## src/rtl/dma_chan_pkg.sv

```systemverilog
package dma_chan_pkg;
  localparam int WORD_W = 32;
  localparam int SIZE_W = 16;
  localparam int CNT_W  = 8;

  // control register fields
  localparam int CTL_GO      = 31;
  localparam int CTL_RESUME  = 30;
  localparam int CTL_CHAIN   = 29;
  localparam int CTL_IE_FAIL = 17;
  localparam int CTL_IE_PERR = 16;

  // status register fields
  localparam int ST_IDLE = 0;
  localparam int ST_EOF  = 27;
  localparam int ST_PERR = 29;
  localparam int ST_DERR = 30;

  // descriptor word 0 fields
  localparam int D0_CNT_LSB = 16;
  localparam int D0_PERR    = 27;
  localparam int D0_DERR    = 28;
  localparam int D0_OWN     = 31;

  // descriptor link word fields
  localparam int LK_LAST  = 0;
  localparam int LK_FIRST = 1;
  localparam int LK_DEC   = 2;
  localparam int LK_EOFIE = 3;

  localparam logic [1:0] RA_CTRL  = 2'd0;
  localparam logic [1:0] RA_STAT  = 2'd1;
  localparam logic [1:0] RA_FIRST = 2'd2;
  localparam logic [1:0] RA_CUR   = 2'd3;

  typedef enum logic [2:0] {
    S_IDLE, S_RD_CTRL, S_RD_BUF, S_RD_LINK, S_CHECK, S_XFER, S_WB
  } chan_state_t;
endpackage

```

## src/rtl/dma_chan_regs.sv

```systemverilog
module dma_chan_regs
  import dma_chan_pkg::*;
(
  input  logic              clk,
  input  logic              rst,
  input  logic              reg_we,
  input  logic [1:0]        reg_addr,
  input  logic [WORD_W-1:0] reg_wdata,
  output logic [WORD_W-1:0] reg_rdata,
  input  logic [WORD_W-1:0] cur_addr,
  input  logic              idle,
  input  logic              ev_eof,
  input  logic              ev_eof_irq,
  input  logic              ev_perr,
  input  logic              ev_derr,
  output logic              go,
  output logic              resume,
  output logic              chain_en,
  output logic              ie_fail,
  output logic              ie_perr,
  output logic [WORD_W-1:0] first_addr,
  output logic              st_eof,
  output logic              st_perr,
  output logic              st_derr,
  output logic              eof_pend
);
  logic ctl_wr, stat_wr;
  logic clr_eof, clr_perr, clr_derr;

  assign ctl_wr   = reg_we && (reg_addr == RA_CTRL);
  assign stat_wr  = reg_we && (reg_addr == RA_STAT);
  assign go       = ctl_wr && reg_wdata[CTL_GO];
  assign resume   = ctl_wr && reg_wdata[CTL_RESUME] && !reg_wdata[CTL_GO];
  assign clr_eof  = stat_wr && reg_wdata[ST_EOF];
  assign clr_perr = stat_wr && reg_wdata[ST_PERR];
  assign clr_derr = stat_wr && reg_wdata[ST_DERR];

  always_ff @(posedge clk) begin
    if (rst) begin
      chain_en   <= 1'b0;
      ie_fail    <= 1'b0;
      ie_perr    <= 1'b0;
      first_addr <= '0;
      st_eof     <= 1'b0;
      st_perr    <= 1'b0;
      st_derr    <= 1'b0;
      eof_pend   <= 1'b0;
    end else begin
      if (ctl_wr) begin
        chain_en <= reg_wdata[CTL_CHAIN];
        ie_fail  <= reg_wdata[CTL_IE_FAIL];
        ie_perr  <= reg_wdata[CTL_IE_PERR];
      end
      if (reg_we && (reg_addr == RA_FIRST))
        first_addr <= {reg_wdata[WORD_W-1:4], 4'b0000};
      // a new event wins over a clear in the same cycle
      st_eof   <= ev_eof  | (st_eof  & ~clr_eof);
      st_perr  <= ev_perr | (st_perr & ~clr_perr);
      st_derr  <= ev_derr | (st_derr & ~clr_derr);
      eof_pend <= (ev_eof & ev_eof_irq) | (eof_pend & ~clr_eof);
    end
  end

  logic [WORD_W-1:0] ctl_view, stat_view;
  always_comb begin
    ctl_view              = '0;
    ctl_view[CTL_CHAIN]   = chain_en;
    ctl_view[CTL_IE_FAIL] = ie_fail;
    ctl_view[CTL_IE_PERR] = ie_perr;
    stat_view             = '0;
    stat_view[ST_IDLE]    = idle;
    stat_view[ST_EOF]     = st_eof;
    stat_view[ST_PERR]    = st_perr;
    stat_view[ST_DERR]    = st_derr;
  end

  always_ff @(posedge clk) begin
    if (rst) reg_rdata <= '0;
    else begin
      case (reg_addr)
        RA_CTRL:  reg_rdata <= ctl_view;
        RA_STAT:  reg_rdata <= stat_view;
        RA_FIRST: reg_rdata <= first_addr;
        default:  reg_rdata <= cur_addr;
      endcase
    end
  end
endmodule

```

## src/rtl/dma_chan_engine.sv

```systemverilog
module dma_chan_engine
  import dma_chan_pkg::*;
(
  input  logic              clk,
  input  logic              rst,
  input  logic              go,
  input  logic              resume,
  input  logic              chain_en,
  input  logic [WORD_W-1:0] first_addr,
  output logic [WORD_W-1:0] cur_addr,
  output logic              idle,
  output logic              mem_req,
  output logic              mem_we,
  output logic [WORD_W-1:0] mem_addr,
  output logic [WORD_W-1:0] mem_wdata,
  input  logic              mem_ack,
  input  logic              mem_err,
  input  logic [WORD_W-1:0] mem_rdata,
  output logic              strm_valid,
  output logic [WORD_W-1:0] strm_data,
  output logic              ev_eof,
  output logic              ev_eof_irq,
  output logic              ev_perr,
  output logic              ev_derr
);
  chan_state_t       state;
  logic [SIZE_W-1:0] d_size;
  logic [SIZE_W-1:0] remain;
  logic [WORD_W-1:0] d_buf;
  logic [WORD_W-1:0] d_link;
  logic [WORD_W-1:0] beat_addr;
  logic [CNT_W-1:0]  frame_cnt;
  logic              frame_open;
  logic              err_p, err_d;

  logic [WORD_W-1:0] link_next;
  logic [WORD_W-1:0] beat_next;
  assign link_next = {d_link[WORD_W-1:4], 4'b0000};
  assign beat_next = d_link[LK_DEC] ? (beat_addr - WORD_W'(4)) : (beat_addr + WORD_W'(4));

  // writeback word is assembled from the held descriptor fields
  always_comb begin
    mem_wdata                         = '0;
    mem_wdata[SIZE_W-1:0]             = d_size;
    mem_wdata[D0_CNT_LSB +: CNT_W]    = frame_cnt;
    mem_wdata[D0_PERR]                = err_p;
    mem_wdata[D0_DERR]                = err_d;
  end

  always_ff @(posedge clk) begin
    if (rst) begin
      state      <= S_IDLE;
      idle       <= 1'b1;
      cur_addr   <= '0;
      mem_req    <= 1'b0;
      mem_we     <= 1'b0;
      mem_addr   <= '0;
      d_size     <= '0;
      remain     <= '0;
      d_buf      <= '0;
      d_link     <= '0;
      beat_addr  <= '0;
      frame_cnt  <= '0;
      frame_open <= 1'b0;
      err_p      <= 1'b0;
      err_d      <= 1'b0;
      strm_valid <= 1'b0;
      strm_data  <= '0;
      ev_eof     <= 1'b0;
      ev_eof_irq <= 1'b0;
      ev_perr    <= 1'b0;
      ev_derr    <= 1'b0;
    end else begin
      strm_valid <= 1'b0;
      ev_eof     <= 1'b0;
      ev_eof_irq <= 1'b0;
      ev_perr    <= 1'b0;
      ev_derr    <= 1'b0;
      case (state)
        S_IDLE: begin
          mem_we <= 1'b0;
          err_p  <= 1'b0;
          err_d  <= 1'b0;
          if (go) begin
            cur_addr   <= first_addr;
            mem_addr   <= first_addr;
            mem_req    <= 1'b1;
            frame_open <= 1'b0;
            frame_cnt  <= '0;
            idle       <= 1'b0;
            state      <= S_RD_CTRL;
          end else if (resume) begin
            mem_addr <= cur_addr;
            mem_req  <= 1'b1;
            idle     <= 1'b0;
            state    <= S_RD_CTRL;
          end
        end
        S_RD_CTRL: if (mem_ack) begin
          if (mem_err) begin
            ev_derr <= 1'b1;
            mem_req <= 1'b0;
            idle    <= 1'b1;
            state   <= S_IDLE;
          end else if (!mem_rdata[D0_OWN]) begin
            mem_req <= 1'b0;
            idle    <= 1'b1;
            state   <= S_IDLE;
          end else begin
            d_size   <= mem_rdata[SIZE_W-1:0];
            mem_addr <= cur_addr + WORD_W'(8);
            state    <= S_RD_BUF;
          end
        end
        S_RD_BUF: if (mem_ack) begin
          if (mem_err) begin
            ev_derr <= 1'b1;
            mem_req <= 1'b0;
            idle    <= 1'b1;
            state   <= S_IDLE;
          end else begin
            d_buf    <= mem_rdata;
            mem_addr <= cur_addr + WORD_W'(12);
            state    <= S_RD_LINK;
          end
        end
        S_RD_LINK: if (mem_ack) begin
          mem_req <= 1'b0;
          if (mem_err) begin
            ev_derr <= 1'b1;
            idle    <= 1'b1;
            state   <= S_IDLE;
          end else begin
            d_link <= mem_rdata;
            state  <= S_CHECK;
          end
        end
        S_CHECK: begin
          frame_cnt <= d_link[LK_FIRST] ? CNT_W'(1) : frame_cnt + CNT_W'(1);
          mem_req   <= 1'b1;
          if (d_link[LK_FIRST] == frame_open) begin
            err_p    <= 1'b1;
            mem_we   <= 1'b1;
            mem_addr <= cur_addr;
            state    <= S_WB;
          end else if (d_size == '0) begin
            mem_we   <= 1'b1;
            mem_addr <= cur_addr;
            state    <= S_WB;
          end else begin
            remain    <= d_size;
            beat_addr <= d_buf;
            mem_addr  <= d_buf;
            state     <= S_XFER;
          end
        end
        S_XFER: if (mem_ack) begin
          if (mem_err) begin
            err_d    <= 1'b1;
            mem_we   <= 1'b1;
            mem_addr <= cur_addr;
            state    <= S_WB;
          end else begin
            strm_valid <= 1'b1;
            strm_data  <= mem_rdata;
            remain     <= remain - SIZE_W'(1);
            if (remain == SIZE_W'(1)) begin
              mem_we   <= 1'b1;
              mem_addr <= cur_addr;
              state    <= S_WB;
            end else begin
              beat_addr <= beat_next;
              mem_addr  <= beat_next;
            end
          end
        end
        S_WB: if (mem_ack) begin
          mem_we <= 1'b0;
          if (err_p || err_d) begin
            ev_perr    <= err_p;
            ev_derr    <= err_d;
            frame_open <= 1'b0;
            mem_req    <= 1'b0;
            idle       <= 1'b1;
            state      <= S_IDLE;
          end else begin
            frame_open <= !d_link[LK_LAST];
            ev_eof     <= d_link[LK_LAST];
            ev_eof_irq <= d_link[LK_LAST] && d_link[LK_EOFIE];
            if (chain_en) begin
              cur_addr <= link_next;
              mem_addr <= link_next;
              state    <= S_RD_CTRL;
            end else begin
              mem_req <= 1'b0;
              idle    <= 1'b1;
              state   <= S_IDLE;
            end
          end
        end
        default: begin
          mem_req <= 1'b0;
          idle    <= 1'b1;
          state   <= S_IDLE;
        end
      endcase
    end
  end
endmodule

```

## src/rtl/dma_chan_irq.sv

```systemverilog
module dma_chan_irq (
  input  logic clk,
  input  logic rst,
  input  logic st_eof,
  input  logic eof_pend,
  input  logic st_perr,
  input  logic ie_perr,
  input  logic st_derr,
  input  logic ie_fail,
  output logic irq
);
  always_ff @(posedge clk) begin
    if (rst) irq <= 1'b0;
    else     irq <= (st_eof & eof_pend) | (st_perr & ie_perr) | (st_derr & ie_fail);
  end
endmodule

```

## src/rtl/desc_dma_chan.sv

```systemverilog
module desc_dma_chan
  import dma_chan_pkg::*;
#(
  parameter int REG_AW = 2
) (
  input  logic              clk,
  input  logic              rst,
  input  logic              reg_we,
  input  logic [REG_AW-1:0] reg_addr,
  input  logic [31:0]       reg_wdata,
  output logic [31:0]       reg_rdata,
  output logic              mem_req,
  output logic              mem_we,
  output logic [31:0]       mem_addr,
  output logic [31:0]       mem_wdata,
  input  logic              mem_ack,
  input  logic              mem_err,
  input  logic [31:0]       mem_rdata,
  output logic              strm_valid,
  output logic [31:0]       strm_data,
  output logic              irq
);
  logic              go, resume, chain_en, ie_fail, ie_perr;
  logic [WORD_W-1:0] first_addr, cur_addr;
  logic              idle;
  logic              ev_eof, ev_eof_irq, ev_perr, ev_derr;
  logic              st_eof, st_perr, st_derr, eof_pend;

  dma_chan_regs u_regs (
    .clk(clk), .rst(rst),
    .reg_we(reg_we), .reg_addr(reg_addr[1:0]), .reg_wdata(reg_wdata), .reg_rdata(reg_rdata),
    .cur_addr(cur_addr), .idle(idle),
    .ev_eof(ev_eof), .ev_eof_irq(ev_eof_irq), .ev_perr(ev_perr), .ev_derr(ev_derr),
    .go(go), .resume(resume), .chain_en(chain_en), .ie_fail(ie_fail), .ie_perr(ie_perr),
    .first_addr(first_addr),
    .st_eof(st_eof), .st_perr(st_perr), .st_derr(st_derr), .eof_pend(eof_pend)
  );

  dma_chan_engine u_eng (
    .clk(clk), .rst(rst),
    .go(go), .resume(resume), .chain_en(chain_en), .first_addr(first_addr),
    .cur_addr(cur_addr), .idle(idle),
    .mem_req(mem_req), .mem_we(mem_we), .mem_addr(mem_addr), .mem_wdata(mem_wdata),
    .mem_ack(mem_ack), .mem_err(mem_err), .mem_rdata(mem_rdata),
    .strm_valid(strm_valid), .strm_data(strm_data),
    .ev_eof(ev_eof), .ev_eof_irq(ev_eof_irq), .ev_perr(ev_perr), .ev_derr(ev_derr)
  );

  dma_chan_irq u_irq (
    .clk(clk), .rst(rst),
    .st_eof(st_eof), .eof_pend(eof_pend),
    .st_perr(st_perr), .ie_perr(ie_perr),
    .st_derr(st_derr), .ie_fail(ie_fail),
    .irq(irq)
  );
endmodule

```

## config.mk

```make
export PLATFORM = sky130hd
export DESIGN_NAME = desc_dma_chan
export DESIGN_NICKNAME = d
export VERILOG_FILES = /design/src/rtl/dma_chan_pkg.sv /design/src/rtl/dma_chan_regs.sv /design/src/rtl/dma_chan_engine.sv /design/src/rtl/dma_chan_irq.sv /design/src/rtl/desc_dma_chan.sv
export SDC_FILE = /design/constraint.sdc
export NUM_CORES = 1
export LEC_CHECK = 0
export BUFFER_PORTS_ARGS = -buffer_cell sky130_fd_sc_hd__buf_2
export CORE_AREA = 2 2 184 276
export CTS_CLUSTER_SIZE = 30
export DETAILED_ROUTE_END_ITERATION = 8
export DIE_AREA = 0 0 186 278
export SYNTH_ARGS = -nofsm -noshare
export SYNTH_HDL_FRONTEND = slang
export SYNTH_SLANG_ARGS = --single-unit
```

## constraint.sdc

```tcl
create_clock -name clk -period 7 [get_ports clk]
set_input_delay 0 -clock clk [delete_from_list [all_inputs] [get_ports clk]]
set_output_delay 0 -clock clk [all_outputs]
set_load 0.02 [all_outputs]
```

-- After elaboration in Yosys (flattened, before gate mapping)
Cells that the tools add are included.
- $add $sub $neg: 6
- bitwise operators: 23
- equality and inequality tests: 35
- multiplexer cells: 94
- reductions and logical operators: 44
- shift operators: 0
- multipliers: 0
- order comparisons: 0
- divide/modulo/power cells: 0
- operators by type and width (cell ; count):
    32-bit 2-to-1 mux ; 22
    32-bit case mux with 6 select lines ; 1
    32-bit case mux with 2 select lines ; 2
    32-bit case mux with 3 select lines ; 1
    32-bit by 4-bit adder with 32-bit output, second input constant ; 2
    16-bit 2-to-1 mux ; 4
    3-bit 2-to-1 mux ; 13
    1-bit 2-to-1 mux ; 36
    2-bit != test, second input constant ; 17
    32-bit by 3-bit adder with 32-bit output, second input constant ; 1
    16-bit case mux with 2 select lines ; 1
    32-bit by 3-bit subtractor with 32-bit output, second input constant ; 1
    3-bit case mux with 7 select lines ; 1
    16-bit by 1-bit equality test with 1-bit output, second input constant ; 1
    16-bit logical NOT ; 1
    8-bit 2-to-1 mux ; 2
    8-bit case mux with 2 select lines ; 1
    16-bit by 1-bit subtractor with 16-bit output, second input constant ; 1
    3-bit AND reduction ; 5
    5-bit AND reduction ; 3
    11-bit AND reduction ; 1
    1-bit logical AND ; 10
    3-bit equality test, second input constant ; 3
    1-bit NOT ; 9
    other kinds (33) ; 63
- memories kept: 0
- bits in writable memories: 0
- bits in latches: 0
- bits in read-only memories: 0
- bits of input ports: 71
- logic and storage cells: 233
- output and inout port bits: 132
- flip-flop bits (word level): 314

-- Logic depth before layout (Yosys ltp)
Gate-level depths: netlist of run 1.
- depth in word-level cells: 7
- mapped depth: 13

-- Cells and area by module
From an unflattened synthesis of run 1, not the netlist that was laid out.
- cells, all modules: 2147
- area total of the unflattened synthesis: 16605.9 um^2
- by module, submodules not included (module ; cells an instance ; instances ; sequential area each (um^2) ; area an instance (um^2)):
    dma_chan_engine ; 1876 ; 1 ; 4924.7 ; 13794.5
    dma_chan_regs ; 268 ; 1 ; 1341.3 ; 2777.7
    dma_chan_irq ; 3 ; 1 ; 20.0 ; 33.8

-- Least setup slack after synthesis of run 1
Ideal clock, no wire load.
- path kind: register to register
- from: register u_eng.d_link[2]
- to: register u_eng.beat_addr[24]
- arrival: 3.102 ns
- buffers on the path: 0
- stages on the path, launching flop included: 12
- path slack: 3.807 ns
- library setup time: 0.091 ns
- path through: dfxtp_1 -> inv_1 -> fa_1 -> nor2b_1 -> o31a_1 -> o2111ai_2 -> a21oi_1 -> o31ai_2 -> and2_2 -> o221ai_2 -> mux2_1 -> a311oi_1
- word-level cells in the longest chain between the ends: 5
- ends and longest elaborated chain (what ; line ; source):
    start, declared ; dma_chan_engine.sv:30 ; logic [WORD_W-1:0] d_link;
    start signal, assigned ; dma_chan_engine.sv:134 ; d_link <= mem_rdata;
    32-bit 2-to-1 mux ; dma_chan_engine.sv:39 ; assign beat_next = d_link[LK_DEC] ? (beat_addr - WORD_W'(4)) : (beat_addr + WORD_W'(4));
    32-bit 2-to-1 mux ; dma_chan_engine.sv:167 ; if (remain == SIZE_W'(1)) begin
    32-bit 2-to-1 mux ; dma_chan_engine.sv:158 ; if (mem_err) begin
    32-bit 2-to-1 mux ; dma_chan_engine.sv:157 ; S_XFER: if (mem_ack) begin
    32-bit case mux with 2 select lines ; dma_chan_engine.sv:79 ; case (state)
    end signal, assigned ; dma_chan_engine.sv:152 ; beat_addr <= d_buf;
    end signal, assigned ; dma_chan_engine.sv:172 ; beat_addr <= beat_next;
    end, declared ; dma_chan_engine.sv:31 ; logic [WORD_W-1:0] beat_addr;
No other way between the ends. The select of a mux whose other input is x is not followed.
A chain may end at the register's enable or synchronous reset.

-- Worst setup path in the final report of run 1
- from: register u_eng.state[1]
- to: register u_eng.cur_addr[16]
- word-level cells in the longest chain between the ends: 3
- ends and longest elaborated chain (what ; line ; source):
    start, declared ; dma_chan_engine.sv:26 ; chan_state_t state;
    start signal, assigned ; dma_chan_engine.sv:52 ; state <= S_IDLE;
    start signal, assigned ; dma_chan_engine.sv:91 ; state <= S_RD_CTRL;
    start signal, assigned ; dma_chan_engine.sv:96 ; state <= S_RD_CTRL;
    3-bit equality test / 3-bit logical NOT (equally long branches) ; dma_chan_engine.sv:79 ;
    2-bit != test (no source line) / 2-bit nonzero test (equally long branches) ; - ;
    5-bit AND reduction (no source line) ; - ;
    end signal, assigned ; dma_chan_engine.sv:85 ; cur_addr <= first_addr;
    end signal, assigned ; dma_chan_engine.sv:191 ; cur_addr <= link_next;
    end, declared ; dma_chan_engine.sv:10 ; output logic [WORD_W-1:0] cur_addr,
Several ways; a longest one is shown, not always the timed one.

==> impl_summary.txt, run 1 <==
----------------------------------------------------
[Pwr]
  Portion of total power attributed to the clock network ... 45.9%
  Highest ir drop seen on vdd ... 0.0001635 V
  Switching part of the total power ... 25.75%
  Net switching power ... 1.047 mW
  Portion of total power attributed to combinational logic ... 9.3%
  Internal power consumption ... 3.020 mW
  Portion of total power attributed to sequential cells ... 44.8%
  Pwr/cell area ... 226.5 mW/mm2
  Leakage dissipation ... 6.682 nW
  Power Total ... 4.067 mW

[Final layout]
  Total area of multi-input combinational cells ... 0.007911 mm2
  Core utilization of the finished layout ... 36.33%
  Fraction of final layout cells with drive strength greater than 1 ... 14.49%
  Layout Cell Area excl Fill ... 0.01796 mm2
  Layout fillers ... 5185
  Area taken by flip-flops and latches ... 0.006146 mm2
  Synthesis-to-finish area growth ... 22.97%
  Number of nets in the layout ... 2157

[Floorplanning]
  Rows ... 100
  Die height ... 278 um
  Core Area ... 0.04942 mm2
  I/O pin count ... 203
  DIE AREA ... 0.05171 mm2
  X dimension of the die ... 186 um
  Initial Util ... 29.55%

[Outcome]
  Outcome ... complete, but fails checks
  Failing checks ... negative hold slack

[Critical path]
  Startpoint Class ... flop
  Critical path class ... flop to flop
  Worst Setup End Kind ... flop
  Worst-path fanout max ... 56
  Slowest stage cell, crit path ... sky130_fd_sc_hd__nor2_4
  Number of stages on the worst setup path ... 7
  Family with the most delay on the worst path ... simple AND/OR/NAND/NOR gates
  Data required time of the worst path ... 7420 ps
  Data arrival at the endpoint of the critical path ... 3960 ps
  Most numerous cell on the critical path ... sky130_fd_sc_hd__nand2_1
  Buf/Inv on CP ... 1
  Reg2Reg Depth ... 7
  Longest individual stage delay on the worst path ... 890 ps
  Cells along the critical path ... nand2_1 -> nor2_4 -> nand2_1 -> o21ai_4 -> buf_4 -> nor2_1 -> a311oi_1

[STA]
  Count of final hold-check violations ... 1
  Normalized max-slew margin ... 25.00%
  Hold Worst Slack ... -39.48 ps
  Post-route minimum period ... 3544 ps
  Timing-limited maximum frequency ... 282.2 MHz
  Unrepaired setup endpoints after global routing ... false
  Pins over their slew limit ... 0
  Least-Margin Pin Slew ... 1122 ps
  Number of setup violations in the final report ... 0
  Worst-case clock skew ... 16.55 ps
  Tcrit/Tclk final ... 50.62%
  Setup TNS ... 0 ps

[GRT]
  Via count of the first global-routing pass ... 13960
  Number of antenna violations at the first check in global routing ... 1
  Global-route congestion overflow total ... 0
  All-layer global routing usage ... 20.94%
  Largest net degree at the start of global routing ... 112
  Global-route wire length before repair ... 83.41 mm

[Clock network]
  Clock tree from TritonCTS ... built
  Clk Latency, worst-skew pair ... 530 ps
  CTS sink count ... 307
  Post-CTS setup buffer count ... 0
  CTS clock-pin slew for the worst setup and hold paths ... 60 ps
  Inserted Clock Buffers ... 35
  Longest Clk Path Bufs ... 3
  Root Driver ... sky130_fd_sc_hd__clkbuf_16
  H-tree lvl count ... 2

[Worst hold path]
  Number of cells traversed by the worst hold path ... 2
  Classification of the worst-slack hold path ... input pin to flop

[Routing]
  Via-per-instance ratio ... 5.279
  ANT nets after route ... 0
  Length of the first detailed-routing pass in iterations ... 5
  Routed vias ... 14480
  DRT Wirelength ... 55.29 mm
  DRC violation total after the first TritonRoute iteration ... 1382
  DRC violation count after routing ... 0
  Drt wl/cell ... 20.16 um

[Synth]
  Area share of the leading cell type in the synthesized netlist ... 42.09%
  Sequential share of the synthesized area ... 42.09%
  Main area contributors after synthesis ... sky130_fd_sc_hd__dfxtp_1 (42%), sky130_fd_sc_hd__nand2_1 (11%), sky130_fd_sc_hd__a21oi_1 (8.3%), sky130_fd_sc_hd__nor2_1 (4.8%), sky130_fd_sc_hd__mux2i_1 (4.5%)
  Yosys warning count ... 0
  Mapped Area ... 0.01460 mm2
  Cell type with the highest aggregate area in the netlist ... sky130_fd_sc_hd__dfxtp_1
  Number of enable-type register cells in the synthesized netlist ... 0
  Syn_area_per_cell ... 7.843 um2
  Flops & latches, synth ... 307
  Predominant post-synthesis flop cell ... sky130_fd_sc_hd__dfxtp_1
  Count of mapped cells out of synthesis ... 1862
  Count of unique library cells instantiated by Yosys ... 81
  Fraction of registers with async set or reset after synthesis ... 0%

[Run]
  Max-capacitance violation count ... 0

[Placement]
  Post-detail-place hpwl ... 37.57 mm
  Port-buffer cells ... 189
  Cell area after placement ... 0.01607 mm2
  Final weighted congestion in routability-driven placement ... 0.8934

----------------------------------------------------
==> final cells by class <==
type	count	area share [%]
Antenna cell	1	0.01394
Tap cell	663	4.620
Inverter	14	0.2926
Sequential cell	307	34.23
Clock inverter	13	0.8082
Timing Repair Buffer	287	10.43
Multi-Input combinational cell	1409	44.06
Clock buffer	48	5.553
==> per-layer routing <==
layer  share of wire [%]  GRT usage, %  wire, um
met4                 3.9         8.015      2159
met3                 7.0         4.187      3845
met5                   0             0         0
met1                  39         24.83     21650
met2                  50         36.73     27630
==> worst register-to-register path, delay by kind of cell, from the launching register on <==
family | cells | cell delay [ps]
AO/OA/AOI/OAI | 2 | 520
buffers and inverters | 1 | 560
flip-flops | 1 | 860
AND/OR/NAND/NOR | 4 | 1510
==> timing repair <==
| item | CTS | global route |
|---|---|---|
| gates resized for setup | 0 | 0 |
| hold endpoints to repair | 153 | 0 |
| hold buffers | 74 | 0 |
==> flip-flops by register name, summed over array words and instances (netlist names), 16 cells and up <==
signal	flops
u_eng.d_size	16
u_eng.d_link	32
u_eng.beat_addr	32
u_regs.first_addr	28
u_eng.d_buf	32
u_eng.strm_data	32
u_regs.reg_rdata	29
u_eng.remain	16
u_eng.cur_addr	28
u_eng.mem_addr	32
==> stage by stage <==
step,instances,setup slack (ps)
6_report,2742,3456
5_1_grt,2742,3160
4_1_cts,2741,3503
3_5_place_dp,2606,3511
3_3_place_gp,2606,3595
2_1_floorplan,1870,3807
==> synthesized netlist by cell type (19+ instances only) <==
library cell	n
sky130_fd_sc_hd__clkbuf_1	99
sky130_fd_sc_hd__nor2_1	188
sky130_fd_sc_hd__nand2_1	414
sky130_fd_sc_hd__buf_2	19
sky130_fd_sc_hd__nand3_1	26
sky130_fd_sc_hd__mux2i_1	65
sky130_fd_sc_hd__a21oi_1	243
sky130_fd_sc_hd__a311oi_1	40
sky130_fd_sc_hd__nor3_1	26
sky130_fd_sc_hd__dfxtp_1	307
sky130_fd_sc_hd__o21ai_0	89
sky130_fd_sc_hd__ha_1	31
sky130_fd_sc_hd__a221oi_1	24
sky130_fd_sc_hd__o211ai_1	22
==> cell families after synthesis <==
logic type	after synthesis	synth area share [%]
other cells	1	0.02568
buf+inv	154	4.430
flops	307	42.09
compound gates	533	22.89
fa+ha+maj	32	2.793
xor+xnor	22	1.319
simple gates	741	21.36
mux	72	5.098
==> final timing paths <==
check | from | to | slack [ps]
setup / recovery | u_eng.state[1] | u_eng.cur_addr[16] | 3460
hold / removal | rst | u_eng.mem_addr[7] | -40
setup reg to reg | u_eng.state[1] | u_eng.cur_addr[16] | 3460
hold reg to reg | u_eng.strm_data[1] | u_eng.strm_data[1] | 450
==> layout by cell type, fill, tap and decap left out, types with 18 or more instances in the layout <==
cell type                       instances
sky130_fd_sc_hd__buf_4                 24
sky130_fd_sc_hd__nand2_1              414
sky130_fd_sc_hd__o211ai_1              22
sky130_fd_sc_hd__nor2_1               183
sky130_fd_sc_hd__dlygate4sd3_1         74
sky130_fd_sc_hd__a211oi_1              18
sky130_fd_sc_hd__mux2i_1               65
sky130_fd_sc_hd__dfxtp_1              307
sky130_fd_sc_hd__nor3_1                24
sky130_fd_sc_hd__nand3_1               25
sky130_fd_sc_hd__a311oi_1              40
sky130_fd_sc_hd__clkbuf_16             37
sky130_fd_sc_hd__ha_1                  31
sky130_fd_sc_hd__a221oi_1              24
sky130_fd_sc_hd__buf_2                188
sky130_fd_sc_hd__o21ai_0               88
sky130_fd_sc_hd__a21oi_1              243
==> power groups by stage <==
stage               Combinational, mW  Clock [mW]  Sequential (mW)
CTS                             0.381        1.89             1.82
detailed placement              0.349           0             1.86
floorplan                       0.174           0             1.87
global route                    0.406        1.98             1.82
global placement                0.347           0             1.86
finish                          0.380        1.87             1.82
(Power assumes the default switching activity.)
==> inputs of run 2 (changes only) <==
==> constraint.sdc (replaced) <==
create_clock -name clk -period 3.5 [get_ports clk]
set_input_delay 0 -clock clk [delete_from_list [all_inputs] [get_ports clk]]
set_output_delay 0 -clock clk [all_outputs]
set_load 0.02 [all_outputs]
==> run 2 against run 1 <==
- the run now ends clean
- via count up 1.7%
- critical endpoint is now u_eng.beat_addr[30]
- worst setup slack worse by 3100 ps
- largest power group unchanged
- wire length up 3.3%
- worst hold slack better by 320 ps
==> impl_summary.txt, run 2 (same netlist as run 1, synthesis figures left out) <==
----------------------------------------------------
[Clock network]
  Clk Latency, worst-skew pair ... 540 ps
  Root Driver ... sky130_fd_sc_hd__clkbuf_16
  Longest Clk Path Bufs ... 3
  CTS sink count ... 307
  Clock tree from TritonCTS ... built
  H-tree lvl count ... 2
  CTS clock-pin slew for the worst setup and hold paths ... 60 ps
  Inserted Clock Buffers ... 35

[Worst hold path]
  End point of the most critical hold path ... u_regs.ie_fail
  Number of cells traversed by the worst hold path ... 4
  Classification of the worst-slack hold path ... input pin to flop
  Critical hold path startpoint ... reg_wdata[17]

[STA]
  Tcrit/Tclk final ... 90.39%
  Pins over their slew limit ... 0
  Least setup slack across all paths after layout ... 336.3 ps
  Number of setup violations in the final report ... 0
  Unrepaired setup endpoints after global routing ... false
  Post-route minimum period ... 3164 ps
  Worst-case clock skew ... 20.79 ps
  Normalized max-slew margin ... 28.12%
  Count of final hold-check violations ... 0
  Least-Margin Pin Slew ... 1078 ps
  Hold Worst Slack ... 282.9 ps
  Timing-limited maximum frequency ... 316.1 MHz
  Setup TNS ... 0 ps

[Critical path]
  Worst-path fanout max ... 6
  Reg2Reg Setup Slack ... 340 ps
  Worst Setup End Kind ... flop
  Worst flop-to-flop path startpoint ... u_eng.beat_addr[2]
  Startpoint Class ... flop
  Data arrival at the endpoint of the critical path ... 3600 ps
  Worst reg2reg endpoint ... u_eng.beat_addr[30]
  Data required time of the worst path ... 3930 ps
  Reg2Reg Depth ... 11
  Critical path class ... flop to flop

[Floorplanning]
  I/O pin count ... 203
  Initial Util ... 29.55%
  Core Area ... 0.04942 mm2
  Rows ... 100
  X dimension of the die ... 186 um
  Die height ... 278 um
  DIE AREA ... 0.05171 mm2

[Routing]
  ANT nets after route ... 0
  Drt wl/cell ... 20.34 um
  DRC violation count after routing ... 0
  DRC violation total after the first TritonRoute iteration ... 1090
  DRT Wirelength ... 57.11 mm
  Length of the first detailed-routing pass in iterations ... 8
  Routed vias ... 14720
  Via-per-instance ratio ... 5.241

[Pwr]
  Power Total ... 8.336 mW
  Leakage dissipation ... 7.048 nW
  Highest ir drop seen on vdd ... 0.0002998 V
  Pwr/cell area ... 449.5 mW/mm2

[Run]
  Max-capacitance violation count ... 0

[GRT]
  Via count of the first global-routing pass ... 14190
  Number of antenna violations at the first check in global routing ... 1
  Global-route congestion overflow total ... 0
  Largest net degree at the start of global routing ... 98
  All-layer global routing usage ... 21.61%
  Global-route wire length before repair ... 85.42 mm

[Final layout]
  Fraction of final layout cells with drive strength greater than 1 ... 16.56%
  Layout fillers ... 5107
  Total area of multi-input combinational cells ... 0.007886 mm2
  Core utilization of the finished layout ... 37.52%
  Most common library cell in the layout ignoring fill and taps ... sky130_fd_sc_hd__nand2_1
  Leading cell types in the layout, fill and taps excluded ... sky130_fd_sc_hd__nand2_1 (414), sky130_fd_sc_hd__dfxtp_1 (306), sky130_fd_sc_hd__a21oi_1 (243), sky130_fd_sc_hd__buf_2 (188), sky130_fd_sc_hd__nor2_1 (183)
  Post-route non-filler standard cell count ... 2808
  Layout Cell Area excl Fill ... 0.01855 mm2
  Area taken by flip-flops and latches ... 0.006147 mm2
  Synthesis-to-finish area growth ... 27.00%
  Number of nets in the layout ... 2221

[Placement]
  Worst-case setup slack after placement ... 291.0 ps
  Final weighted congestion in routability-driven placement ... 0.9403
  Port-buffer cells ... 189
  Post-detail-place hpwl ... 41.64 mm
  Placed cells ... 2654
  Cell area after placement ... 0.01644 mm2

[Outcome]
  Outcome ... finished, final reports clean

----------------------------------------------------
run 2: power by group:
group / switching [mW] / internal, mW
sequential: 0.0734 / 3.57
combinational: 0.509 / 0.309
clock: 1.61 / 2.27
run 2: worst max-delay path: stages, from the launching register on:
cell                       delay [ps]
sky130_fd_sc_hd__dfxtp_1          400
sky130_fd_sc_hd__inv_1             90
sky130_fd_sc_hd__fa_1             440
sky130_fd_sc_hd__nor2b_1          230
sky130_fd_sc_hd__o31a_1           300
sky130_fd_sc_hd__o211ai_1         220
sky130_fd_sc_hd__o32a_1           230
sky130_fd_sc_hd__o211a_1          190
sky130_fd_sc_hd__a211oi_2         270
sky130_fd_sc_hd__nor2_1           110
sky130_fd_sc_hd__mux2_4           300
sky130_fd_sc_hd__a311oi_1         270
run 2: cell type report:
cell class	count	area share (%)
Tap cell	663	4.473
Inverter	14	0.2834
Clock buffer	43	5.161
Multi-Input combinational cell	1409	42.52
Timing Repair Buffer	351	13.11
Sequential cell	307	33.15
Clock inverter	20	1.289
Antenna cell	1	0.01349
run 2: per-layer routing:
layer  GRT usage (%)  wire, um
met1           25.24     22430
met2           38.15     28410
met3           2.683      3029
met4           11.27      3238
met5               0         0
run 2: worst max path at each step:
stage / endpoint / depth (start not counted) / from / slack, ps
5_1_grt: u_eng.beat_addr[30] / 11 / u_eng.beat_addr[2] / 70
2_1_floorplan: u_eng.beat_addr[24] / 11 / u_eng.d_link[2] / 310
6_report: u_eng.beat_addr[30] / 11 / u_eng.beat_addr[2] / 340
3_3_place_gp: u_eng.beat_addr[30] / 11 / u_eng.d_link[2] / 380
3_5_place_dp: u_eng.beat_addr[30] / 11 / u_eng.d_link[2] / 290
4_1_cts: u_eng.beat_addr[30] / 11 / u_eng.d_link[2] / 250
run 2: what timing repair did:
action                                  4_1_cts  5_1_grt
endpoints found under the hold margin       178        0
endpoints found under the setup margin        0        2
gates resized for setup                       0        1
setup buffers                                 0        0
hold buffers                                 90        0
==> inputs of run 3 (changes only) <==
--- a/config.mk
+++ b/config.mk
@@ -6,10 +6,12 @@
 export NUM_CORES = 1
 export LEC_CHECK = 0
 export BUFFER_PORTS_ARGS = -buffer_cell sky130_fd_sc_hd__buf_2
-export CORE_AREA = 2 2 184 276
+export CORE_AREA = 2 2 137 205
+export CTS_BUF_LIST = sky130_fd_sc_hd__clkbuf_16
 export CTS_CLUSTER_SIZE = 30
 export DETAILED_ROUTE_END_ITERATION = 8
-export DIE_AREA = 0 0 186 278
+export DIE_AREA = 0 0 139 207
+export PLACE_DENSITY = 0.76
 export SYNTH_ARGS = -nofsm -noshare
 export SYNTH_HDL_FRONTEND = slang
 export SYNTH_SLANG_ARGS = --single-unit
==> run 3 against run 2 <==
- cell count decreased by 13%
- worst hold slack got worse by 85 ps
- largest power group is now sequential cells
- worst setup slack got worse by 72 ps
- clock power decreased by 18%
- global-route usage increased by 12 points
- first-iteration DRC count increased by 35%
- largest cell class unchanged
==> impl_summary.txt, run 3 (same netlist as run 1, synthesis figures left out) <==
----------------------------------------------------
[Critical path]
  Reg2Reg Setup Slack ... 260 ps
  Startpoint Class ... flop
  Critical path class ... flop to flop
  Data required time of the worst path ... 3970 ps
  Data arrival at the endpoint of the critical path ... 3710 ps
  Worst-path fanout max ... 7
  Buf/Inv on CP ... 2
  Worst Setup End Kind ... flop
  Cells along the critical path ... buf_4 -> buf_4 -> ha_1 -> nand2_1 -> nor4_1 -> o211ai_1 -> o32a_1 -> o211a_1 -> a211oi_2 -> nor2_1 -> mux2_4 -> a311oi_1
  Most numerous cell on the critical path ... sky130_fd_sc_hd__buf_4
  Family with the most delay on the worst path ... compound AO/OA/AOI/OAI gates
  Slowest stage cell, crit path ... sky130_fd_sc_hd__ha_1
  Longest individual stage delay on the worst path ... 390 ps

[STA]
  Least-Margin Pin Slew ... 1035 ps
  Normalized max-slew margin ... 31.00%
  Count of final hold-check violations ... 0
  Post-route minimum period ... 3236 ps
  Setup TNS ... 0 ps
  Timing-limited maximum frequency ... 309.1 MHz
  Number of setup violations in the final report ... 0
  Least setup slack across all paths after layout ... 264.5 ps
  Unrepaired setup endpoints after global routing ... false
  Tcrit/Tclk final ... 92.44%
  Worst-case clock skew ... 24.71 ps
  Hold Worst Slack ... 198.3 ps
  Pins over their slew limit ... 0

[Clock network]
  Clock tree from TritonCTS ... built
  CTS sink count ... 307
  Inserted Clock Buffers ... 30
  Clk Latency, worst-skew pair ... 580 ps
  Longest Clk Path Bufs ... 3
  Total of cells resized after clock tree synthesis ... 0
  H-tree lvl count ... 1
  CTS clock-pin slew for the worst setup and hold paths ... 60 ps
  Root Driver ... sky130_fd_sc_hd__clkbuf_16
  Post-CTS setup buffer count ... 0

[Final layout]
  Core utilization of the finished layout ... 65.49%
  Post-route non-filler standard cell count ... 2455
  Leading cell types in the layout, fill and taps excluded ... sky130_fd_sc_hd__nand2_1 (413), sky130_fd_sc_hd__dfxtp_1 (307), sky130_fd_sc_hd__a21oi_1 (242), sky130_fd_sc_hd__buf_2 (188), sky130_fd_sc_hd__nor2_1 (183)
  Number of nets in the layout ... 2192
  Most common library cell in the layout ignoring fill and taps ... sky130_fd_sc_hd__nand2_1
  Synthesis-to-finish area growth ... 21.24%
  Layout Cell Area excl Fill ... 0.01770 mm2
  Fraction of final layout cells with drive strength greater than 1 ... 15.29%

[GRT]
  Global-route congestion overflow total ... 0
  Global-route wire length before repair ... 78.24 mm
  Number of antenna violations at the first check in global routing ... 1
  Via count of the first global-routing pass ... 14280
  All-layer global routing usage ... 33.64%
  Largest net degree at the start of global routing ... 214

[Floorplanning]
  Die height ... 207 um
  Core Area ... 0.02704 mm2
  Rows ... 74
  Initial Util ... 54.01%
  DIE AREA ... 0.02877 mm2
  I/O pin count ... 203
  X dimension of the die ... 139 um

[Routing]
  Routed vias ... 15070
  DRT Wirelength ... 50.55 mm
  Drt wl/cell ... 20.59 um
  DRC violation count after routing ... 0
  ANT nets after route ... 0
  DRC violation total after the first TritonRoute iteration ... 1475
  Via-per-instance ratio ... 6.138
  Length of the first detailed-routing pass in iterations ... 6

[Run]
  Max-capacitance violation count ... 0

[Pwr]
  Highest ir drop seen on vdd ... 0.0004443 V
  Pwr/cell area ... 428.3 mW/mm2
  Portion of total power attributed to sequential cells ... 48.0%
  Portion of total power attributed to combinational logic ... 10.0%
  Power Total ... 7.583 mW
  Leakage dissipation ... 6.819 nW
  Portion of total power attributed to the clock network ... 42.0%
  Internal power consumption ... 5.623 mW
  Net switching power ... 1.961 mW
  Switching part of the total power ... 25.85%

[Placement]
  Placed cells ... 2322
  Post-detail-place hpwl ... 34.57 mm
  Port-buffer cells ... 189
  Cell area after placement ... 0.01599 mm2
  Worst-case setup slack after placement ... 312.9 ps
  Final weighted congestion in routability-driven placement ... 1.002

[Outcome]
  Outcome ... finished, final reports clean

[Worst hold path]
  Classification of the worst-slack hold path ... input pin to flop

----------------------------------------------------
run 3: cell types whose count changed in the layout (fill, tap and decap cells not counted), sizes merged:
| cell | previous run | this run |
|---|---|---|
| clkbuf | 43 | 30 |
| dlygate4sd3 | 90 | 77 |
| buf | 261 | 250 |
| clkinv | 8 | 18 |
| clkinvlp | 5 | 0 |
| bufinv | 4 | 3 |
| inv | 17 | 18 |
run 3: worst paths after layout:
kind / from / endpoint / depth (start not counted)
setup reg to reg: u_eng.d_link[2] / u_eng.beat_addr[30] / 12
hold reg to reg: u_eng.ev_perr / u_regs.st_perr / 2
hold / removal: reg_wdata[19] / u_regs.first_addr[19] / 4
setup / recovery: u_eng.d_link[2] / u_eng.beat_addr[30] / 12
run 3: final cells by class:
class / count / area [um2]
diodes: 1 / 2.502
fillers: 2258 / 9331
well taps: 342 / 427.9
flip-flops and latches: 307 / 6146
repair buffers: 327 / 2243
inverters: 14 / 52.55
multi-input cells: 1409 / 7888
clock buffers: 30 / 750.7
clock inverters: 25 / 193.9
run 3: what timing repair did:
item	CTS	global route
hold buffers	77	0
endpoints found under the setup margin	0	0
endpoints found under the hold margin	180	0
run 3: power groups by stage:
stage | clock, mW | sequential (mW) | combinational, mW
after floorplan | 0 | 3.75 | 0.347
final | 3.19 | 3.64 | 0.760
after CTS | 3.21 | 3.63 | 0.743
after detailed placement | 0 | 3.71 | 0.677
after global routing | 3.35 | 3.64 | 0.804
after global placement | 0 | 3.71 | 0.669
run 3: layer usage:
layer  up-vias  GRT usage, %  wire length, um
met2       771         57.62            24400
met5         -             0                0
met4         0         20.34             3681
li1       7001             -                -
met1      7103         39.78            18550
met3       193         4.762             3917
run 3: worst min-delay path, delay by kind of cell:
family	cells	cell delay, ps
buf+inv	2	650
simple gates	1	40
compound gates	1	50
